==> src/rtl/cfgtrap_pkg.sv <==
`timescale 1ns/1ps
package cfgtrap_pkg;

  typedef enum logic [1:0] {
    TS_IDLE = 2'd0,
    TS_ONE  = 2'd1,
    TS_TWO  = 2'd2,
    TS_OPEN = 2'd3
  } trap_st_e;

  // offsets whose meaning the host software depends on
  localparam int OFF_PROBE_RD = 1;
  localparam int OFF_KEY      = 2;
  localparam int OFF_STRAP    = 5;

  // bank slot order: read timing, write timing, control, strap, misc
  localparam int NSLOT      = 5;
  localparam int SLOT_RDTIM = 0;
  localparam int SLOT_WRTIM = 1;
  localparam int SLOT_CTRL  = 2;
  localparam int SLOT_STRAP = 3;
  localparam int SLOT_MISC  = 4;

  function automatic int slot_off(input int slot);
    case (slot)
      SLOT_RDTIM: slot_off = 0;
      SLOT_WRTIM: slot_off = 1;
      SLOT_CTRL:  slot_off = 3;
      SLOT_STRAP: slot_off = 5;
      default:    slot_off = 6;
    endcase
  endfunction

endpackage

==> src/rtl/cfgtrap_seq.sv <==
`timescale 1ns/1ps
module cfgtrap_seq
  import cfgtrap_pkg::*;
(
  input  logic clk,
  input  logic rst_n,
  input  logic acc_valid,
  input  logic probe_rd,
  input  logic open_wr,
  input  logic close_wr,
  output logic is_open,
  output logic open_take,
  output logic close_take
);

  trap_st_e st_q, st_d;

  always_comb begin
    st_d = st_q;
    case (st_q)
      TS_IDLE: if (probe_rd) st_d = TS_ONE;
      TS_ONE: begin
        if (probe_rd)       st_d = TS_TWO;
        else if (acc_valid) st_d = TS_IDLE;
      end
      TS_TWO: begin
        if (open_wr)        st_d = TS_OPEN;
        else if (probe_rd)  st_d = TS_TWO;
        else if (acc_valid) st_d = TS_IDLE;
      end
      TS_OPEN: if (close_wr) st_d = TS_IDLE;
      default: st_d = TS_IDLE;
    endcase
  end

  always_ff @(posedge clk or negedge rst_n) begin
    if (!rst_n) st_q <= TS_IDLE;
    else        st_q <= st_d;
  end

  assign is_open    = (st_q == TS_OPEN);
  assign open_take  = (st_q == TS_TWO) && open_wr;
  assign close_take = (st_q == TS_OPEN) && close_wr;

endmodule

==> src/rtl/cfgtrap_regs.sv <==
`timescale 1ns/1ps
module cfgtrap_regs
  import cfgtrap_pkg::*;
#(
  parameter int AW = 3,
  parameter int RW = 8,
  parameter logic [RW-1:0] TIM_DFLT0 = 8'h6B,
  parameter logic [RW-1:0] TIM_DFLT1 = 8'h58,
  parameter int OVR_BIT = 2
) (
  input  logic          clk,
  input  logic          rst_n,
  input  logic          cfg_we,
  input  logic [AW-1:0] cfg_addr,
  input  logic [RW-1:0] cfg_wbyte,
  input  logic          arm_set,
  input  logic          arm_clr,
  input  logic          strap_clk,
  output logic [RW-1:0] rd_val,
  output logic          strap_armed,
  output logic [RW-1:0] rd_tim,
  output logic [RW-1:0] wr_tim,
  output logic [RW-1:0] ctrl,
  output logic [RW-1:0] strap,
  output logic [RW-1:0] misc,
  output logic          override,
  output logic [RW-1:0] eff_rd,
  output logic [RW-1:0] eff_wr
);

  logic [RW-1:0] slot_q [NSLOT];

  for (genvar g = 0; g < NSLOT; g++) begin : g_slot
    logic          hit;
    logic [RW-1:0] q_r;
    assign hit = cfg_we && (cfg_addr == AW'(slot_off(g)));
    always_ff @(posedge clk or negedge rst_n) begin
      if (!rst_n)   q_r <= '0;
      else if (hit) q_r <= cfg_wbyte;
    end
    assign slot_q[g] = q_r;
  end

  always_comb begin
    rd_val = '0;
    for (int i = 0; i < NSLOT; i++) begin
      if (cfg_addr == AW'(slot_off(i))) rd_val = slot_q[i];
    end
  end

  logic arm_d, arm_q;
  always_comb begin
    arm_d = arm_q;
    if (arm_set)      arm_d = 1'b1;
    else if (arm_clr) arm_d = 1'b0;
  end

  always_ff @(posedge clk or negedge rst_n) begin
    if (!rst_n) arm_q <= 1'b0;
    else        arm_q <= arm_d;
  end

  assign strap_armed = arm_q;

  logic [RW-1:0] dflt;
  assign dflt     = strap_clk ? TIM_DFLT1 : TIM_DFLT0;
  assign rd_tim   = slot_q[SLOT_RDTIM];
  assign wr_tim   = slot_q[SLOT_WRTIM];
  assign ctrl     = slot_q[SLOT_CTRL];
  assign strap    = slot_q[SLOT_STRAP];
  assign misc     = slot_q[SLOT_MISC];
  assign override = ctrl[OVR_BIT];
  assign eff_rd   = override ? rd_tim : dflt;
  assign eff_wr   = override ? wr_tim : dflt;

endmodule

==> src/rtl/cfgtrap_rdmux.sv <==
`timescale 1ns/1ps
module cfgtrap_rdmux #(
  parameter int DW = 16,
  parameter int RW = 8
) (
  input  logic          strap_rd,
  input  logic          cfg_rd,
  input  logic [RW-1:0] cfg_val,
  input  logic          strap_clk,
  input  logic [DW-1:0] tf_rdata,
  output logic [DW-1:0] rdata
);

  localparam int PAD_W = DW - RW;

  always_comb begin
    if (strap_rd)    rdata = {{(DW-1){1'b0}}, strap_clk};
    else if (cfg_rd) rdata = {{PAD_W{1'b0}}, cfg_val};
    else             rdata = tf_rdata;
  end

endmodule

==> src/rtl/cfgtrap_bank.sv <==
`timescale 1ns/1ps
module cfgtrap_bank
  import cfgtrap_pkg::*;
#(
  parameter int AW = 3,
  parameter int DW = 16,
  parameter int RW = 8,
  parameter logic [RW-1:0] KEY_OPEN  = 8'h03,
  parameter logic [RW-1:0] KEY_CLOSE = 8'h83,
  parameter logic [RW-1:0] STRAP_ARM = 8'hFF,
  parameter logic [RW-1:0] TIM_DFLT0 = 8'h6B,
  parameter logic [RW-1:0] TIM_DFLT1 = 8'h58,
  parameter int OVR_BIT = 2
) (
  input  logic          clk,
  input  logic          rst_n,
  input  logic          io_valid,
  input  logic          io_write,
  input  logic          io_wide,
  input  logic [AW-1:0] io_addr,
  input  logic [DW-1:0] io_wdata,
  output logic [DW-1:0] io_rdata,
  input  logic [DW-1:0] tf_rdata,
  output logic          tf_req,
  input  logic          strap_clk,
  output logic          unlocked,
  output logic [RW-1:0] cfg_rd_tim,
  output logic [RW-1:0] cfg_wr_tim,
  output logic [RW-1:0] cfg_ctrl,
  output logic [RW-1:0] cfg_strap,
  output logic [RW-1:0] cfg_misc,
  output logic          tim_override,
  output logic [RW-1:0] eff_rd_tim,
  output logic [RW-1:0] eff_wr_tim
);

  logic [RW-1:0] wbyte;
  logic probe_rd, key_open_wr, key_close_wr;
  logic open_take, close_take;
  logic addr_cfg, cfg_acc, cfg_we, cfg_rd;
  logic strap_armed, strap_rd, arm_set, arm_clr;
  logic [RW-1:0] cfg_val;

  assign wbyte        = io_wdata[RW-1:0];
  assign probe_rd     = io_valid && !io_write && io_wide && (io_addr == AW'(OFF_PROBE_RD));
  assign key_open_wr  = io_valid && io_write && !io_wide && (io_addr == AW'(OFF_KEY)) && (wbyte == KEY_OPEN);
  assign key_close_wr = io_valid && io_write && !io_wide && (io_addr == AW'(OFF_KEY)) && (wbyte == KEY_CLOSE);

  always_comb begin
    addr_cfg = 1'b0;
    for (int i = 0; i < NSLOT; i++) begin
      if (io_addr == AW'(slot_off(i))) addr_cfg = 1'b1;
    end
  end

  assign cfg_acc  = unlocked && io_valid && addr_cfg;
  assign cfg_we   = cfg_acc && io_write;
  assign cfg_rd   = cfg_acc && !io_write;
  assign strap_rd = strap_armed && io_valid && !io_write && io_wide && (io_addr == AW'(OFF_STRAP));
  assign arm_set  = io_valid && io_write && (io_addr == AW'(OFF_STRAP)) && (wbyte == STRAP_ARM);
  assign arm_clr  = io_valid && !arm_set;
  assign tf_req   = io_valid && !cfg_acc && !strap_rd && !open_take && !close_take;

  cfgtrap_seq u_seq (
    .clk        (clk),
    .rst_n      (rst_n),
    .acc_valid  (io_valid),
    .probe_rd   (probe_rd),
    .open_wr    (key_open_wr),
    .close_wr   (key_close_wr),
    .is_open    (unlocked),
    .open_take  (open_take),
    .close_take (close_take)
  );

  cfgtrap_regs #(
    .AW(AW), .RW(RW), .TIM_DFLT0(TIM_DFLT0), .TIM_DFLT1(TIM_DFLT1), .OVR_BIT(OVR_BIT)
  ) u_regs (
    .clk         (clk),
    .rst_n       (rst_n),
    .cfg_we      (cfg_we),
    .cfg_addr    (io_addr),
    .cfg_wbyte   (wbyte),
    .arm_set     (arm_set),
    .arm_clr     (arm_clr),
    .strap_clk   (strap_clk),
    .rd_val      (cfg_val),
    .strap_armed (strap_armed),
    .rd_tim      (cfg_rd_tim),
    .wr_tim      (cfg_wr_tim),
    .ctrl        (cfg_ctrl),
    .strap       (cfg_strap),
    .misc        (cfg_misc),
    .override    (tim_override),
    .eff_rd      (eff_rd_tim),
    .eff_wr      (eff_wr_tim)
  );

  cfgtrap_rdmux #(.DW(DW), .RW(RW)) u_rdmux (
    .strap_rd  (strap_rd),
    .cfg_rd    (cfg_rd),
    .cfg_val   (cfg_val),
    .strap_clk (strap_clk),
    .tf_rdata  (tf_rdata),
    .rdata     (io_rdata)
  );

endmodule

==> config.mk <==
export PLATFORM = sky130hd
export DESIGN_NAME = cfgtrap_bank
export DESIGN_NICKNAME = d
export VERILOG_FILES = /design/src/rtl/cfgtrap_pkg.sv /design/src/rtl/cfgtrap_seq.sv /design/src/rtl/cfgtrap_regs.sv /design/src/rtl/cfgtrap_rdmux.sv /design/src/rtl/cfgtrap_bank.sv
export SDC_FILE = /design/constraint.sdc
export NUM_CORES = 1
export LEC_CHECK = 0
export ABC_AREA = 1
export BUFFER_PORTS_ARGS = -buffer_cell sky130_fd_sc_hd__buf_2
export CAP_MARGIN = 25
export CORE_AREA = 3 3 79 81
export DETAILED_ROUTE_END_ITERATION = 7
export DIE_AREA = 0 0 82 84
export GPL_ROUTABILITY_DRIVEN = 0
export MAX_ROUTING_LAYER = met4
export PLACE_DENSITY = 0.77
export SLEW_MARGIN = 20
export SYNTH_ARGS = -nofsm -noshare
export SYNTH_HDL_FRONTEND = slang
export SYNTH_SLANG_ARGS = --single-unit
==> constraint.sdc <==
create_clock -name clk -period 1.8 [get_ports clk]
set_input_delay 0.09 -clock clk [delete_from_list [all_inputs] [get_ports clk]]
set_output_delay 0.09 -clock clk [all_outputs]
set_load 0.02 [all_outputs]
==> flow_summary_export.csv, run 1 <==
group,metric,value,unit
synth,netlist_instances,363,
critical_path,cp-start-kind,"flip-flop",
critical_path,cp-endpoint,"io_rdata[6]",
detailed_routing,drc,0,
cells_and_area,syn_to_final_growth,29.3,%
synth,synth.distinct_cells,27,
placed_design,placed_cell_area,3230,sq um
critical_path,crit_type,"reg -> out",
pwr,clkPwrFrac,31.0,%
cells_and_area,mostFrequentLayoutCell,"nand2_1",
floorplan,coreArea,5540,sq um
synth,synth_edf_count,0,
synth,seq_area_frac_synth,40.9,%
grt,track_usage,23.7,%
timing,finalSetupViolCount,0,
grt,antenna_found_initial,0,
synth,synth_top_area_cell,"dfrtp_1",
timing,fin_skew,0.0104,ns
cells_and_area,diodes,0,
clocking,cts-root-buf,"clkbuf_8",
detailed_routing,first_iter_violations,162,
clocking,cts.sinks,43,
timing,finalHoldViolCount,0,
synth,syn-cell-area,2630,sq um
cells_and_area,fin_util,61.4,%
timing,maxSlewHeadroom,64.0,%
timing,worst_pin_slew,0.539,ns
clocking,clock_latency,0.30,ns
pwr,ir_worst_vdd,0.452,mV
cells_and_area,post-route-cell-area,3400,sq um
placed_design,io_buffer_count,107,
clocking,cts_buffers,5,
synth,ys_warn_count,0,
placed_design,dpl.hpwl,6110,microns
pwr,pwr-share-comb,16.3,%
grt,overflow,0,
floorplan,start_util,47.5,%
timing,drv_slew,0,
pwr,switching_share,28.1,%
detailed_routing,vias,2851,
run,cap_viol_max_count,0,
floorplan,num_rows,27,
clocking,clk_path_buf_depth,2,
clocking,path_clk_slew,0.08,ns
critical_path,critPathCaptureType,"primary output",
critical_path,ff2ff_setup_slack,0.30,ns
hold_path,holdCritPathClass,"in -> reg",
cells_and_area,final_layout_size_suffix_gt1_share,34.7,%
detailed_routing,ant_nets,0,
grt,grt_max_degree,23,
synth,netlist.area_leader.share,40.9,%
critical_path,path_max_fanout,5,
detailed_routing,dr.pass1.iters,4,
timing,fmax,572,MHz
cells_and_area,fin_nets,521,
critical_path,ff2ff_path_depth,8,
pwr,p_sw,522,uW
floorplan,die_h,84,microns
floorplan,io_pins,116,
timing,whs,0.0524,ns
clocking,cts_tree,"done",
synth,syn_nets,404,
placed_design,dp_cells,537,
detailed_routing,wl,7960,microns
detailed_routing,vias_per_cell,5.17,
grt,grt_first_pass_wirelength,12300,microns
critical_path,critPathLaunch,"u_seq.st_q[1]",
synth,ys_ff_latch,43,
outcome,status,"completed",
synth,async_flop_share,100,%
critical_path,rr_endpoint,"u_regs.ctrl[3]",
critical_path,required,1.71,ns
clocking,htree_levels,2,
floorplan,die_x,82,microns
critical_path,critical_path_arrival,1.66,ns
floorplan,die-area,6890,sq um
timing,setup_tns,0,ns
pwr,seqPwrFrac,52.7,%
timing,fin_crit_sh,97.1,%
pwr,p_int,1330,uW
timing,min_period,1.75,ns
synth,synth_area_per_cell,7.25,sq um
cells_and_area,fin_cells,551,
synth,ys_top_cells_by_area,"dfrtp_1 41%, nand2_1 16%, nand3_1 6.8%",
detailed_routing,wire_per_inst,14.4,microns
pwr,power.density,545,nW/um^2
critical_path,rr_startpoint,"u_seq.st_q[1]",
pwr,p_leak,0.00203,uW
synth,ys.flop_type,"dfrtp_1",
grt,grt_pass1_vias,2643,
cells_and_area,most-common-layout-cells,"114 x nand2_1, 104 x buf_2, 43 x dfrtp_1",
==> flip-flops by register name, indices dropped and copies added, names as in the netlist <==
register and count:
u_seq.st_q 2, u_regs.ctrl 8, u_regs.wr_tim 8, u_regs.strap_armed 1, u_regs.rd_tim 8, u_regs.strap 8, u_regs.misc 8
==> area by class of cell <==
cell class | count | area [sq um]
sequential | 43 | 1080
tap | 72 | 90.1
multi-input combinational | 260 | 1280
inverter | 45 | 176
fill | 554 | 2140
timing repair buffer | 125 | 704
clock buffer | 6 | 72.6
==> what timing repair did <==
action / CTS / global route
pin swaps: 1 / 3
setup buffers: 2 / 4
endpoints found under the setup margin: 3 / 8
endpoints found under the hold margin: 21 / 0
cloned: 0 / 1
gates resized for setup: 0 / 14
hold buffers: 1 / 0
==> power by group through the flow <==
stage          sequential (uW)  combinational, uW  clock (uW)
3_3_place_gp               997                287           0
6_report                   978                302         575
3_5_place_dp               997                292           0
2_1_floorplan             1000                152           0
5_1_grt                    979                331         618
4_1_cts                    978                296         577
==> worst max-delay path: stages (launching register included) <==
cell	delay, ns
dfrtp_1	0.38
nand2_2	0.10
nor2_4	0.14
nand3_4	0.13
buf_6	0.16
nand2_1	0.05
nand2_1	0.07
a21oi_2	0.17
buf_4	0.17
==> cell families after synthesis <==
| family | Yosys count | synth area share (%) |
|---|---|---|
| AOI/OAI and AO/OA | 54 | 11.4 |
| buffers and inverters | 60 | 11.0 |
| DFF | 43 | 40.9 |
| and+or+nand+nor | 206 | 36.7 |
==> stage by stage <==
step | setup WS [ns] | total power [uW]
floorplan | 0.368 | 1160
global placement | 0.283 | 1280
detailed placement | 0.224 | 1290
CTS | 0.0391 | 1850
global route | -0.0564 | 1930
finish | 0.0525 | 1860
==> cell usage after synthesis (3+ instances only) <==
master	count
nand2_4	5
nand2_1	115
nor2_1	17
buf_6	7
nand3_2	3
a21oi_1	6
o21ai_0	8
buf_2	3
dfrtp_1	43
or2_2	11
o21ai_2	8
clkbuf_1	4
inv_1	42
o21ai_1	32
nand3_1	36
nand4_1	10
nor3_1	3
==> metal layers <==
metal	wire, microns	GRT usage [%]	vias up	share of wire (%)
li1	-	-	1392	-
met1	3220	29.9	1344	40
met2	4080	39.2	106	51
met3	579	4.43	9	7.3
met4	85	4.98	0	1.1
met5	0	-	-	0
==> worst min-delay path by stage <==
stage                     cells past startpoint  startpoint  slack (ns)                 end
after CTS                                     2    io_valid        0.05  u_regs.strap_armed
after global routing                          2    io_valid        0.08  u_regs.strap_armed
after floorplan                               0       rst_n       -0.21      u_regs.ctrl[0]
after detailed placement                      1       rst_n         0.1    u_regs.wr_tim[2]
final                                         2    io_valid        0.05  u_regs.strap_armed
after global placement                        1       rst_n        0.08    u_regs.wr_tim[5]
Note: power is estimated with default switching activity, not from simulation.
==> inputs of run 2 (changes only) <==
CTS_BUF_LIST = sky130_fd_sc_hd__clkbuf_16   (was unset)
SLEW_MARGIN = 25   (was 20)
==> flow_summary_export.csv, run 2 (synthesized netlist as in run 1, its figures left out) <==
group,metric,value,unit
floorplan,num_rows,27,
critical_path,path_max_fanout,4,
timing,finalSetupViolCount,0,
detailed_routing,dr.pass1.iters,5,
critical_path,rr_endpoint,"u_regs.ctrl[3]",
timing,finalHoldViolCount,0,
timing,fin_skew,0.00554,ns
floorplan,start_util,47.5,%
detailed_routing,wire_per_inst,14.6,microns
cells_and_area,most-common-layout-cells,"113 x nand2_1, 103 x buf_2, 43 x dfrtp_1",
critical_path,ff2ff_path_depth,8,
timing,fmax,582,MHz
grt,antenna_found_initial,0,
floorplan,die_h,84,microns
clocking,cts_tree,"done",
detailed_routing,vias,2875,
cells_and_area,fin_nets,522,
floorplan,io_pins,116,
clocking,cts.sinks,43,
cells_and_area,post-route-cell-area,3480,sq um
grt,grt_pass1_vias,2683,
detailed_routing,wl,8070,microns
clocking,cts_buffers,5,
grt,overflow,0,
cells_and_area,final_layout_size_suffix_gt1_share,35.4,%
critical_path,crit_type,"reg -> out",
detailed_routing,drc,0,
floorplan,die-area,6890,sq um
placed_design,io_buffer_count,107,
critical_path,critPathCaptureType,"primary output",
pwr,finalPower,2130,uW
floorplan,die_x,82,microns
pwr,p_leak,0.00206,uW
critical_path,cp-start-kind,"flip-flop",
critical_path,cp-endpoint,"io_rdata[2]",
timing,whs,0.0750,ns
detailed_routing,drt-met1-wl,3370,microns
placed_design,placed_cell_area,3230,sq um
clocking,clock_latency,0.28,ns
timing,min_period,1.72,ns
clocking,htree_levels,2,
grt,track_usage,24.0,%
detailed_routing,highest_layer,"met4",
grt,grt_max_degree,23,
cells_and_area,syn_to_final_growth,32.4,%
critical_path,critical_path_arrival,1.63,ns
run,cap_viol_max_count,0,
cells_and_area,diodes,0,
detailed_routing,ant_nets,0,
critical_path,rr_startpoint,"u_seq.st_q[0]",
floorplan,coreArea,5540,sq um
timing,maxSlewHeadroom,63.5,%
hold_path,holdCritPathClass,"in -> reg",
critical_path,critPathLaunch,"u_seq.st_q[0]",
detailed_routing,vias_per_cell,5.21,
clocking,cts-root-buf,"clkbuf_16",
timing,fin_crit_sh,95.5,%
placed_design,dpl.hpwl,6110,microns
clocking,path_clk_slew,0.06,ns
outcome,status,"completed",
critical_path,required,1.71,ns
detailed_routing,wl_met2,4050,microns
detailed_routing,met3_length,552,microns
timing,setup_tns,0,ns
grt,grt_first_pass_wirelength,12600,microns
detailed_routing,first_iter_violations,176,
clocking,clk_path_buf_depth,2,
critical_path,ff2ff_setup_slack,0.28,ns
timing,drv_slew,0,
timing,worst_pin_slew,0.548,ns
pwr,power.density,612,nW/um^2
cells_and_area,mostFrequentLayoutCell,"nand2_1",
pwr,ir_worst_vdd,0.533,mV
cells_and_area,fin_util,62.9,%
run 2: changes by cell type in the layout (fill, tap and decap cells not counted), moves of 2 or more:
cell	change
a21oi_1	-2
a21oi_2	+2
buf_4	+2
clkbuf_16	+5
clkbuf_8	-5
inv_1	+2
run 2: how the worst min path moves through the flow:
stage          startpoint                  to  slack (ns)  cells after the start
5_1_grt          io_valid  u_regs.strap_armed        0.11                      2
6_report         io_valid  u_regs.strap_armed        0.08                      2
3_3_place_gp        rst_n    u_regs.wr_tim[5]        0.08                      1
4_1_cts          io_valid  u_regs.strap_armed        0.07                      2
3_5_place_dp        rst_n    u_regs.wr_tim[2]         0.1                      1
2_1_floorplan       rst_n      u_regs.ctrl[0]       -0.21                      0
run 2: routing by layer:
layer / up-vias / global-route usage [%]
li1: 1404 / -
met1: 1347 / 30.4
met2: 116 / 39.6
met3: 8 / 4.10
met4: 0 / 5.59
met5: - / -
run 2: metrics by stage:
stage	worst slack [ns]	cells
2_1_floorplan	0.368	363
5_1_grt	-0.0391	552
4_1_cts	0.00850	545
6_report	0.0807	552
3_5_place_dp	0.224	537
3_3_place_gp	0.283	537
run 2: area by class of cell:
class	instances	area [sq um]
Timing Repair Buffer	126	714
Clock buffer	5	125
Fill cell	514	2060
Sequential cell	43	1080
Multi-Input combinational cell	260	1290
Tap cell	72	90.1
Inverter	45	180
Clock inverter	1	3.75
run 2: timing repair:
item                                   4_1_cts  5_1_grt
setup buffers                                1        7
hold buffers                                 1        0
setup endpoints to repair                    3        7
gates resized for setup                      0       17
pin swaps                                    1        3
endpoints found under the hold margin       21        0
run 2: critical path, cell delays in order, from the launching register on:
cell and delay [ns]:
dfrtp_1 0.39, nand2_2 0.10, nor2_4 0.15, nand3_4 0.12
buf_6 0.15, nand2_1 0.05, nand2_1 0.06, a21oi_2 0.15
buf_4 0.16
run 2: where the power goes:
part / switching, uW / total, uW / internal, uW
clock network: 348 / 842 / 493
registers: 6.45 / 980 / 974
logic: 203 / 309 / 107
==> inputs of run 3 (changes only) <==
SETUP_SLACK_MARGIN = 0.3   (was unset)
==> flow_summary_export.csv, run 3 (synthesized netlist as in run 1, its figures left out) <==
group,metric,value,unit
critical_path,crit_type,"reg -> out",
timing,finalSetupViolCount,0,
placed_design,io_buffer_count,107,
run,cap_viol_max_count,0,
outcome,status,"completed",
floorplan,coreArea,5540,sq um
timing,worst_pin_slew,0.545,ns
pwr,seqPwrFrac,45.2,%
clocking,htree_levels,2,
pwr,clkPwrFrac,38.6,%
timing,fin_crit_sh,90.9,%
hold_path,hold_start,"io_valid",
timing,maxSlewHeadroom,63.6,%
critical_path,crit_top_cell,"nand2_2",
grt,grt_pass1_vias,2843,
timing,setup_tns,0,ns
timing,fin_skew,0.00435,ns
grt,overflow,0,
timing,rsz0062_at_grt,"yes",
grt,antenna_found_initial,0,
grt,grt_first_pass_wirelength,13200,microns
critical_path,critical_path.slowest_cell,"dfrtp_1",
detailed_routing,dr.pass1.iters,5,
grt,grtUsageMet2,43.0,%
cells_and_area,fin_util,71.6,%
timing,min_period,1.64,ns
floorplan,die_h,84,microns
detailed_routing,vias,3064,
cells_and_area,syn_to_final_growth,50.8,%
critical_path,cp-start-kind,"flip-flop",
critical_path,ff2ff_path_depth,11,
floorplan,io_pins,116,
cells_and_area,fin_nets,535,
detailed_routing,vias_per_cell,5.42,
cells_and_area,fillerInstances,450,
timing,finalHoldViolCount,0,
critical_path,max_stage_delay,0.37,ns
clocking,cts_buffers,5,
pwr,p_leak,0.00217,uW
floorplan,num_rows,27,
critical_path,critical_path_arrival,1.55,ns
detailed_routing,first_iter_violations,191,
cells_and_area,final_layout_size_suffix_gt1_share,47.1,%
detailed_routing,drc,0,
pwr,p_sw,575,uW
detailed_routing,ant_nets,0,
timing,drv_slew,0,
critical_path,crit_family,"simple AND/OR/NAND/NOR gates",
critical_path,path_buf_inv,2,
detailed_routing,wl,8950,microns
pwr,p_int,1600,uW
cells_and_area,diodes,0,
hold_path,holdCritPathClass,"in -> reg",
clocking,clock_latency,0.28,ns
clocking,path_clk_slew,0.06,ns
cells_and_area,mostFrequentLayoutCell,"buf_2",
critical_path,path_max_fanout,4,
placed_design,placed_cell_area,3230,sq um
floorplan,start_util,47.5,%
floorplan,die-area,6890,sq um
clocking,cts-root-buf,"clkbuf_16",
pwr,ir_worst_vdd,0.532,mV
clocking,clk_path_buf_depth,2,
floorplan,die_x,82,microns
grt,grt_max_degree,23,
timing,fmax,611,MHz
pwr,power.density,547,nW/um^2
critical_path,crit_path_cell_trace,"nand2_2, nor2_4, nand3_4, buf_6, nand2_4, nand2_2, a21oi_2, buf_4",
grt,track_usage,25.3,%
clocking,cts.sinks,43,
grt,met3_usage,3.89,%
critical_path,rr_endpoint,"u_regs.wr_tim[2]",
critical_path,rr_startpoint,"u_seq.st_q[1]",
placed_design,dpl.hpwl,6110,microns
critical_path,required,1.71,ns
clocking,cts_tree,"done",
critical_path,critPathCaptureType,"primary output",
grt,use_met1,31.1,%
cells_and_area,post-route-cell-area,3970,sq um
pwr,switching_share,26.5,%
critical_path,ff2ff_setup_slack,0.19,ns
pwr,pwr-share-comb,16.2,%
grt,busiest_layer,"met2",
hold_path,holdPathStages,2,
hold_path,hold_end,"u_regs.strap_armed",
cells_and_area,most-common-layout-cells,"91 x buf_2, 86 x nand2_1, 43 x dfrtp_1",
detailed_routing,wire_per_inst,15.8,microns
run 3: cell type report:
cell class	count	area [sq um]	share of cell area, %
repair buffers	137	928	23.4
clock inverters	1	3.75	0.0946
inverters	45	180	4.54
clock buffers	5	125	3.15
multi-input cells	262	1560	39.4
flip-flops and latches	43	1080	27.1
well taps	72	90.1	2.27
run 3: worst reg2reg max path: stages (launching register included):
cell and delay, ns:
dfrtp_1 0.37, nand2_2 0.09, nor2_4 0.11, buf_4 0.12, buf_4 0.11, nand2_4 0.07
nor2_8 0.17, buf_6 0.12, buf_12 0.09, nand2_8 0.09, nand2_4 0.07, o21ai_1 0.06
run 3: repair_timing:
action                     in CTS  in global routing
setup endpoints to repair      26                 58
gates cloned                    0                  2
pin swaps                       3                  6
gates resized for setup        63                 55
hold buffers                    1                  0
buffers inserted                7                 12
hold endpoints to repair       21                  0
run 3: metal layers:
layer,share of wire [%],vias up,routed length (microns)
li1,-,1428,-
met1,39,1452,3470
met2,51,162,4600
met3,7.7,22,688
met4,2.1,0,192
met5,0,-,0
run 3: metrics by stage:
step / power (uW) / cells / worst slack (ns) / hold WS (ns)
final: 2170 / 565 / 0.164 / 0.0723
after global routing: 2250 / 565 / 0.0923 / 0.107
after CTS: 2150 / 551 / 0.189 / 0.0700
after detailed placement: 1290 / 537 / 0.224 / 0.0986
after global placement: 1280 / 537 / 0.283 / 0.0844
after floorplan: 1160 / 363 / 0.368 / -0.206
run 3: how the worst max path moves through the flow:
| stage | start | end | slack [ns] | cells past startpoint |
|---|---|---|---|---|
| 2_1_floorplan | u_seq.st_q[0] | io_rdata[4] | 0.37 | 7 |
| 3_3_place_gp | io_addr[1] | io_rdata[2] | 0.28 | 9 |
| 3_5_place_dp | io_addr[1] | io_rdata[1] | 0.22 | 9 |
| 4_1_cts | u_seq.st_q[0] | io_rdata[4] | 0.19 | 8 |
| 5_1_grt | u_seq.st_q[1] | io_rdata[6] | 0.09 | 8 |
| 6_report | u_seq.st_q[1] | io_rdata[6] | 0.16 | 8 |
run 3: power groups by stage:
| stage | combinational [uW] | sequential [uW] | clock, uW |
|---|---|---|---|
| floorplan | 152 | 1000 | 0 |
| global placement | 287 | 997 | 0 |
| detailed placement | 292 | 997 | 0 |
| CTS | 330 | 980 | 839 |
| global route | 380 | 981 | 884 |
| finish | 352 | 981 | 839 |
